**src/rtl/io_bridge_pkg.sv**
```systemverilog
package io_bridge_pkg;
  localparam int unsigned IOB_DEPTH    = 8;
  localparam int unsigned IOB_THREAD_W = 2;
  localparam int unsigned IOB_OP_W     = 2;
  localparam int unsigned IOB_ADDR_W   = 32;
  localparam int unsigned IOB_DATA_W   = 32;

  function automatic int unsigned iob_cnt_w(input int unsigned depth);
    return $clog2(depth + 1);
  endfunction
endpackage

```
**src/rtl/iob_fifo.sv**
```systemverilog
module iob_fifo #(
  parameter int unsigned WIDTH = 8,
  parameter int unsigned DEPTH = 8
) (
  input  logic             clk_i,
  input  logic             rst_ni,
  input  logic             push_i,
  input  logic [WIDTH-1:0] wdata_i,
  input  logic             pop_i,
  output logic [WIDTH-1:0] rdata_o,
  output logic             empty_o,
  output logic             full_o
);
  localparam int unsigned PTR_W = (DEPTH > 1) ? $clog2(DEPTH) : 1;
  localparam int unsigned CNT_W = io_bridge_pkg::iob_cnt_w(DEPTH);
  localparam logic [PTR_W-1:0] LAST = PTR_W'(DEPTH - 1);
  localparam logic [CNT_W-1:0] FULL_CNT = CNT_W'(DEPTH);

  logic [WIDTH-1:0] mem_q [DEPTH];
  logic [PTR_W-1:0] wr_ptr_q, rd_ptr_q;
  logic [CNT_W-1:0] cnt_q;
  logic             do_push, do_pop;

  assign empty_o = (cnt_q == '0);
  assign full_o  = (cnt_q == FULL_CNT);
  assign do_push = push_i && !full_o;
  assign do_pop  = pop_i && !empty_o;
  assign rdata_o = mem_q[rd_ptr_q];

  always_ff @(posedge clk_i or negedge rst_ni) begin
    if (!rst_ni) begin
      wr_ptr_q <= '0;
      rd_ptr_q <= '0;
      cnt_q    <= '0;
    end else begin
      if (do_push) wr_ptr_q <= (wr_ptr_q == LAST) ? '0 : wr_ptr_q + 1'b1;
      if (do_pop)  rd_ptr_q <= (rd_ptr_q == LAST) ? '0 : rd_ptr_q + 1'b1;
      if (do_push && !do_pop)      cnt_q <= cnt_q + 1'b1;
      else if (do_pop && !do_push) cnt_q <= cnt_q - 1'b1;
    end
  end

  // storage needs no reset
  always_ff @(posedge clk_i) begin
    if (do_push) mem_q[wr_ptr_q] <= wdata_i;
  end
endmodule

```
**src/rtl/iob_xfer_ctl.sv**
```systemverilog
module iob_xfer_ctl (
  input  logic req_valid_i,
  input  logic req_full_i,
  input  logic req_empty_i,
  input  logic cpl_valid_i,
  input  logic rsp_full_i,
  input  logic rsp_empty_i,
  input  logic consume_i,
  output logic req_push_o,
  output logic xfer_o,
  output logic rsp_pop_o,
  output logic req_avail_o,
  output logic cpl_ready_o
);
  assign req_avail_o = !req_full_i;
  assign req_push_o  = req_valid_i && !req_full_i;
  assign cpl_ready_o = !req_empty_i && !rsp_full_i;
  // completion pops request and pushes response in one edge
  assign xfer_o      = cpl_valid_i && cpl_ready_o;
  assign rsp_pop_o   = consume_i && !rsp_empty_i;
endmodule

```
**src/rtl/io_queue_bridge.sv**
```systemverilog
module io_queue_bridge #(
  parameter int unsigned DEPTH    = io_bridge_pkg::IOB_DEPTH,
  parameter int unsigned THREAD_W = io_bridge_pkg::IOB_THREAD_W,
  parameter int unsigned OP_W     = io_bridge_pkg::IOB_OP_W,
  parameter int unsigned ADDR_W   = io_bridge_pkg::IOB_ADDR_W,
  parameter int unsigned DATA_W   = io_bridge_pkg::IOB_DATA_W
) (
  input  logic                clk_i,
  input  logic                rst_ni,
  input  logic                req_valid_i,
  input  logic [THREAD_W-1:0] req_thread_i,
  input  logic [OP_W-1:0]     req_op_i,
  input  logic [ADDR_W-1:0]   req_addr_i,
  input  logic [DATA_W-1:0]   req_data_i,
  output logic                req_avail_o,
  output logic                iss_valid_o,
  output logic [THREAD_W-1:0] iss_thread_o,
  output logic [OP_W-1:0]     iss_op_o,
  output logic [ADDR_W-1:0]   iss_addr_o,
  output logic [DATA_W-1:0]   iss_data_o,
  input  logic                cpl_valid_i,
  input  logic [DATA_W-1:0]   cpl_data_i,
  output logic                cpl_ready_o,
  output logic                rsp_valid_o,
  output logic [THREAD_W-1:0] rsp_thread_o,
  output logic [DATA_W-1:0]   rsp_data_o,
  input  logic                rsp_consume_i
);
  localparam int unsigned REQ_W = THREAD_W + OP_W + ADDR_W + DATA_W;
  localparam int unsigned RSP_W = THREAD_W + DATA_W;

  logic [REQ_W-1:0] req_wdata, req_head;
  logic [RSP_W-1:0] rsp_wdata, rsp_head;
  logic req_empty, req_full, rsp_empty, rsp_full;
  logic req_push, xfer, rsp_pop;

  iob_xfer_ctl u_ctl (
    .req_valid_i (req_valid_i),
    .req_full_i  (req_full),
    .req_empty_i (req_empty),
    .cpl_valid_i (cpl_valid_i),
    .rsp_full_i  (rsp_full),
    .rsp_empty_i (rsp_empty),
    .consume_i   (rsp_consume_i),
    .req_push_o  (req_push),
    .xfer_o      (xfer),
    .rsp_pop_o   (rsp_pop),
    .req_avail_o (req_avail_o),
    .cpl_ready_o (cpl_ready_o)
  );

  assign req_wdata = {req_thread_i, req_op_i, req_addr_i, req_data_i};

  iob_fifo #(.WIDTH(REQ_W), .DEPTH(DEPTH)) u_req_q (
    .clk_i   (clk_i),
    .rst_ni  (rst_ni),
    .push_i  (req_push),
    .wdata_i (req_wdata),
    .pop_i   (xfer),
    .rdata_o (req_head),
    .empty_o (req_empty),
    .full_o  (req_full)
  );

  assign {iss_thread_o, iss_op_o, iss_addr_o, iss_data_o} = req_head;
  assign iss_valid_o = !req_empty;

  assign rsp_wdata = {iss_thread_o, cpl_data_i};

  iob_fifo #(.WIDTH(RSP_W), .DEPTH(DEPTH)) u_rsp_q (
    .clk_i   (clk_i),
    .rst_ni  (rst_ni),
    .push_i  (xfer),
    .wdata_i (rsp_wdata),
    .pop_i   (rsp_pop),
    .rdata_o (rsp_head),
    .empty_o (rsp_empty),
    .full_o  (rsp_full)
  );

  assign {rsp_thread_o, rsp_data_o} = rsp_head;
  assign rsp_valid_o = !rsp_empty;
endmodule

```
**config.mk**
```make
export PLATFORM = sky130hd
export DESIGN_NAME = io_queue_bridge
export DESIGN_NICKNAME = d
export VERILOG_FILES = /design/src/rtl/io_bridge_pkg.sv /design/src/rtl/iob_fifo.sv /design/src/rtl/iob_xfer_ctl.sv /design/src/rtl/io_queue_bridge.sv
export SDC_FILE = /design/constraint.sdc
export NUM_CORES = 1
export LEC_CHECK = 0
export BUFFER_PORTS_ARGS = -buffer_cell sky130_fd_sc_hd__buf_2
export CAP_MARGIN = 20
export CORE_MARGIN = 1
export CORE_UTILIZATION = 57
export CTS_BUF_LIST = sky130_fd_sc_hd__clkbuf_2 sky130_fd_sc_hd__clkbuf_4 sky130_fd_sc_hd__clkbuf_8
export DETAILED_ROUTE_END_ITERATION = 8
export GPL_TIMING_DRIVEN = 0
export PLACE_DENSITY = 0.79
export SYNTH_ARGS = -nofsm -noshare
export SYNTH_HDL_FRONTEND = slang
export SYNTH_HIERARCHICAL = 1
export SYNTH_SLANG_ARGS = --single-unit
```
**constraint.sdc**
```tcl
create_clock -name clk_i -period 8.1 [get_ports clk_i]
set_clock_uncertainty 0.15 [all_clocks]
set_input_delay 0.81 -clock clk_i [delete_from_list [all_inputs] [get_ports clk_i]]
set_output_delay 0.81 -clock clk_i [all_outputs]
set_load 0.03 [all_outputs]
```
==> metrics, run 1 <==
run status finished clean; antenna violations before repair 17; first-pass GRT wire length between 90,000 and 100,000 µm; wire length per cell after detailed routing 25.5 µm; launching element type of the critical path register; Yosys cell types 35; via count of the first global-routing pass between 15,000 and 20,000; crit path time final around 4.3 ns; Gate Count Post-Synth 1,316; crit path capture type output pin; post-route core utilization 0.682; # setup viols final 0; root buffer cell clkbuf_8; power density relative to cell area 381 nW/µm²; iteration count of the initial detailed-routing pass 4; maximum number of buffers from clock root to sink 3; worst hold path class input pin to register; share of layout cells above drive strength 1 0.450; met1 capacity usage during global routing 0.283; number of enable flip-flop cells after synthesis 816; Setup WS post-layout about 3.8 ns; Total Wirelength 65,700 µm; post-route cell area approximately 38,000 µm²; Die Y-Extent between 200 and 250 µm; endpoint of the lowest-slack register-to-register path u_req_q/cnt_q[3]; Lkg Pwr 12.7 nW; worst r2r src u_req_q/cnt_q[0]; data arrival time at the worst-slack endpoint 3.36 ns; proportion of synthesized chip area in sequential cells 0.777; final net count 1,854; Slew HR 0.342; max-cap violations 0; number of vias per cell after detailed routing 5.88; FFs w/ async S/R, synth 0.0239; share of the clock period used by the worst path after layout 0.534; final weighted congestion in routability-driven placement between 0.7 and 0.8; CTS tree yes; pin count of the biggest net entering global routing 26; standard cell area after detailed placement 35,200 µm²; minimum setup slack among reg-to-reg paths 4.47 ns; number of cells on the worst reg-to-reg path 9; clock buffer count from CTS ~130; Net Count, Synth 1,437; first-iteration detailed-routing DRC count 1,146; Max Fclk approximately 230 MHz; met3 track utilization from global routing 0.0824; number of flip-flops and latches in the synthesized netlist 836; CP Data Required Time 7.14 ns; DR DRC count 0; met2 Resource Use GR 0.403; placement-stage worst setup slack between 4 and 5 ns; floorplan core area 55,400 µm²; post-detail-place hpwl 42,600 µm; mean post-synth cell area 24.4 µm²; CP Launch Point u_req_q/rd_ptr_q[1]; number of nets with antenna violations after routing 0; area added between synthesis and finish 17.5%; Final Hold Viols 0; clock slew at reported path FFs 0.06 ns; Post-CTS Setup Bufs 0; overall routing resource usage 0.238; Die Outline Area 57,400 µm²; Setup crit end iss_thread_o[0]; number of synthesis warnings 6; Clk Latency, worst-skew pair 0.77 ns; area of the mapped netlist roughly 32,000 µm²; count of pins on the block boundary 211; slew at the pin closest to its max-slew limit 0.982 ns; largest voltage drop on the vdd net 0.267 mV; critical path peak fanout 10; number of sinks handled by clock tree synthesis 836; Final Max Tran Viols 0; predominant post-synthesis flop cell edfxtp_1; number of I/O port buffers 210; count of vias placed by the detailed router 15,200; level count of the clock H-tree 4; starting density of the core 0.580; total power consumption of the routed design 14.4 mW; unrepaired setup endpoints after global routing false; Most Used Layer, Global Route met2; number of standard-cell rows in the floorplan 86; Setup Crit Path Kind register to output pin; Die Width between 200 and 250 µm; grt ovf 0
==> per-stage QoR <==
step	instances	TNS (ns)	hold WS [ns]
after floorplan	1316	0	0.364
after CTS	2576	0	0.0734
after global routing	2577	0	0.109
after detailed placement	2346	0	0.433
after global placement	2274	-996.22	0.414
final	2582	0	0.157
==> cells by family (layout without fill, tap and decap cells) <==
kind of cell    count (synthesis)  after routing  share of synthesized area
flops                         836            836                      0.777
mux                           320            320                      0.187
fa+ha+maj                      16             16                    0.00669
compound gates                 16             16                    0.00440
other cells                     0              6                          0
buf+inv                        70            582                     0.0135
xor+xnor                        4              4                    0.00109
simple gates                   54             54                    0.00934
==> worst min-delay path by stage <==
stage,slack (ns),depth (start not counted),from,endpoint
floorplan,0.36,0,rst_ni,u_req_q/cnt_q[0]
global placement,0.41,2,u_req_q/cnt_q[2],u_req_q/cnt_q[2]
detailed placement,0.43,2,u_req_q/cnt_q[2],u_req_q/cnt_q[2]
CTS,0.07,1,req_data_i[24],u_req_q/mem_q[5][24]
global route,0.11,1,req_data_i[15],u_req_q/mem_q[2][15]
finish,0.16,1,req_data_i[24],u_req_q/mem_q[5][24]
==> worst max-delay path, stage by stage (launching register included) <==
cell,delay (ns)
dfrtp_1,0.37
clkbuf_1,0.56
clkbuf_1,0.68
mux4_2,0.42
mux2_2,0.35
buf_2,0.21
==> power breakdown <==
group	total [mW]	internal, mW	leakage, nW	switching (mW)
Combinational	5.27	2.19	3.69	3.08
Sequential	5.69	5.48	7.64	0.209
Clock	3.46	1.91	1.36	1.56
Total	14.4	9.58	12.7	4.84
==> synth_stat cells (9+ instances only) <==
cell | number | share of area
buf_6 | 22 | 0.0077
mux4_1 | 35 | 0.029
clkbuf_1 | 21 | 0.0025
nor3_1 | 12 | 0.0019
inv_1 | 9 | 0.0011
nor2_1 | 9 | 0.0011
mux2_2 | 114 | 0.040
buf_1 | 12 | 0.0014
dfrtp_1 | 20 | 0.016
ha_1 | 14 | 0.0054
mux4_2 | 169 | 0.12
edfxtp_1 | 816 | 0.76
==> metal layers <==
| metal | wire [µm] | vias up |
|---|---|---|
| li1 | - | 6520 |
| met1 | 24400 | 7921 |
| met2 | 34000 | 576 |
| met3 | 5450 | 149 |
| met4 | 1720 | 22 |
| met5 | 147 | - |
==> cells in the final DEF, fill, tap and decap left out, types with 8 or more instances in the layout <==
cell / Yosys / layout
edfxtp_1: 816 / 816
inv_1: 9 / 9
mux4_2: 169 / 169
clkbuf_8: 0 / 136
buf_1: 12 / 12
nor3_2: 0 / 8
mux2_2: 114 / 114
clkinv_1: 0 / 21
buf_8: 0 / 9
buf_2: 6 / 216
mux4_1: 35 / 35
buf_6: 22 / 68
dfrtp_1: 20 / 20
ha_1: 14 / 14
clkinv_2: 0 / 12
clkbuf_4: 0 / 47
clkbuf_1: 21 / 21
==> repair_timing <==
item / CTS / global route
hold endpoints to repair: 20 / 0
hold buffers: 1 / 0
gates resized for setup: 0 / 0
==> layout make-up <==
| type | count | area (µm²) |
|---|---|---|
| plain buffers | 61 | 402 |
| flip-flops and latches | 836 | 25000 |
| diodes | 6 | 15.0 |
| well taps | 748 | 936 |
| inverters | 9 | 33.8 |
| fillers | 3287 | 17600 |
| repair buffers | 283 | 2020 |
| multi-input cells | 410 | 6830 |
| clock inverters | 46 | 344 |
| clock buffers | 183 | 2220 |
==> sequential cells by signal, indices dropped and copies added (netlist names) <==
signal            count
u_rsp_q/mem_q       272
u_req_q/rd_ptr_q      3
u_rsp_q/rd_ptr_q      3
u_rsp_q/wr_ptr_q      3
u_req_q/mem_q       544
u_req_q/cnt_q         4
u_rsp_q/cnt_q         4
u_req_q/wr_ptr_q      3
Power figures use the tool's default switching activity.
==> run 2, diff against run 1 <==
==> constraint.sdc (replaced) <==
create_clock -name clk_i -period 3.5 [get_ports clk_i]
set_clock_uncertainty 0.15 [all_clocks]
set_input_delay 0.35 -clock clk_i [delete_from_list [all_inputs] [get_ports clk_i]]
set_output_delay 0.35 -clock clk_i [all_outputs]
set_load 0.03 [all_outputs]
==> metrics, run 2 (same netlist as run 1, synthesis figures left out) <==
run status finished clean; power density relative to cell area 859 nW/µm²; starting density of the core 0.580; max reg flops 544; share of layout cells above drive strength 1 0.432; post-detail-place hpwl 41,100 µm; count of vias placed by the detailed router between 15,000 and 20,000; number of I/O port buffers 210; Most common cell on crit path buf_12; max-cap violations 0; met2 Resource Use GR 0.402; DR DRC count 0; CTS tree yes; root buffer cell clkbuf_8; Die Outline Area 57,400 µm²; number of standard-cell rows in the floorplan 86; number of vias per cell after detailed routing 5.82; count of pins on the block boundary 211; final weighted congestion in routability-driven placement 0.764; wire length per cell after detailed routing 24.9 µm; CP Data Required Time 3.80 ns; first-pass GRT wire length 99,600 µm; buffers plus inverters on the worst setup path 3; pin count of the biggest net entering global routing 27; final std cells w/o fill 2,662; max incr delay on CP 0.90 ns; Slew HR 0.332; minimum setup slack among reg-to-reg paths 0.15 ns; cell-by-cell listing of the critical path or4b_1 > inv_1 > nor2b_2 > nand3_1 > nor2_4 > buf_12 > buf_12; highest-count cells in the layout ignoring fill and taps 816 x edfxtp_1, 226 x buf_2, 169 x mux4_2; total power consumption of the routed design around 33 mW; worst r2r src u_req_q/cnt_q[3]; number of cells on the worst reg-to-reg path 7; share of the clock period used by the worst path after layout 0.956; Most Used Layer, Global Route met2; clock buffer count from CTS 133; # setup viols final 0; Max Fclk 299 MHz; Clk Latency, worst-skew pair 0.77 ns; Die Y-Extent roughly 240 µm; Setup Crit Path Kind register to register; Final Max Tran Viols 0; crit path time final 3.35 ns; first-iteration detailed-routing DRC count about 1,200; final net count 1,942; slew at the pin closest to its max-slew limit approximately 1 ns; cell with the largest stage delay on the worst path nor2_4; kind of cell adding the most delay to the critical path simple AND/OR/NAND/NOR gates; Filler Cell Count 3,130; via count of the first global-routing pass 16,600; post-route core utilization 0.702; crit path capture type register; largest voltage drop on the vdd net 0.831 mV; most common cell after layout, fill and taps aside edfxtp_1; Die Width approximately 240 µm; top flop regs u_req_q/mem_q: 544 flops, u_rsp_q/mem_q: 272 flops; critical path peak fanout 25; hold-critical path endpoint u_req_q/wr_ptr_q[2]; Final Hold Viols 0; maximum number of buffers from clock root to sink 3; Biggest register u_req_q/mem_q; antenna violations before repair 7; grt ovf 0; depth of the worst hold-timing path 4; number of sinks handled by clock tree synthesis 836; launching element type of the critical path register; floorplan core area 55,400 µm²; endpoint of the lowest-slack register-to-register path u_req_q/mem_q[5][38]; clock slew at reported path FFs 0.06 ns; number of placed instances, taps included approximately 2,300; Total Wirelength 66,200 µm; number of nets with antenna violations after routing 0; area added between synthesis and finish 20.9%; level count of the clock H-tree 4; unrepaired setup endpoints after global routing false; iteration count of the initial detailed-routing pass 7; overall routing resource usage 0.241; met3 track utilization from global routing 0.0698; Hold Crit Start req_valid_i; Lkg Pwr around 13 nW; met1 capacity usage during global routing 0.301; worst hold path class input pin to register; data arrival time at the worst-slack endpoint 3.65 ns
==> run 2: worst max path at each step <==
stage,slack (ns),start,end,cells past startpoint
2_1_floorplan,-1.00,u_req_q/cnt_q[3],u_req_q/mem_q[7][0],5
3_3_place_gp,-3.93,u_req_q/cnt_q[3],u_req_q/mem_q[3][23],5
3_5_place_dp,-0.04,u_req_q/cnt_q[0],u_req_q/cnt_q[3],9
4_1_cts,0.03,u_rsp_q/rd_ptr_q[2],rsp_data_o[5],4
5_1_grt,0.01,u_rsp_q/rd_ptr_q[2],rsp_data_o[21],4
6_report,0.15,u_req_q/cnt_q[3],u_req_q/mem_q[5][38],7
==> run 2: metal layers <==
| layer | vias to the layer above | routed length, µm |
|---|---|---|
| met4 | 8 | 1430 |
| met5 | - | 57 |
| met3 | 117 | 5330 |
| li1 | 6694 | - |
| met1 | 8031 | 25300 |
| met2 | 639 | 34200 |
==> run 2: power breakdown <==
part	internal, mW	switching, mW	total [mW]
Sequential	12.7	0.550	13.2
Clock	4.19	3.66	7.84
Combinational	5.21	7.10	12.3
Total	22.1	11.3	33.4
==> run 2: layout make-up <==
class                   instances  area, µm²  share of cell area
multi-input cells             410       6880               0.177
clock buffers                 183       2220              0.0570
inverters                       9       33.8            0.000869
repair buffers                372       3110              0.0799
plain buffers                  59        418              0.0107
well taps                     748        936              0.0241
clock inverters                42        277             0.00711
diodes                          3       7.51            0.000193
flip-flops and latches        836      25000               0.643
==> run 2: worst min-delay path, delay by kind of cell <==
kind                   cells  cell delay [ns]
AND/OR/NAND/NOR            2             0.34
multiplexers               1             0.18
buffers and inverters      1             0.10
==> run 2: timing repair <==
action	4_1_cts	5_1_grt
cloned	1	0
endpoints found under the setup margin	70	13
buffers inserted	0	2
endpoints found under the hold margin	826	0
hold buffers	105	0
gates resized for setup	18	4
pin swaps	0	2
==> run 2: stage by stage <==
stage	cell area [µm²]	worst slack [ns]	TNS, ns	hold slack (ns)
after global placement	34200	-3.93	-2494.25	0.211
after floorplan	32200	-1.00	-525.13	-0.0956
after global routing	38900	0.00993	0	0.0701
after detailed placement	35300	-0.0417	-0.0705	0.219
after CTS	38900	0.0292	0	0.132
final	38900	0.154	0	0.0965
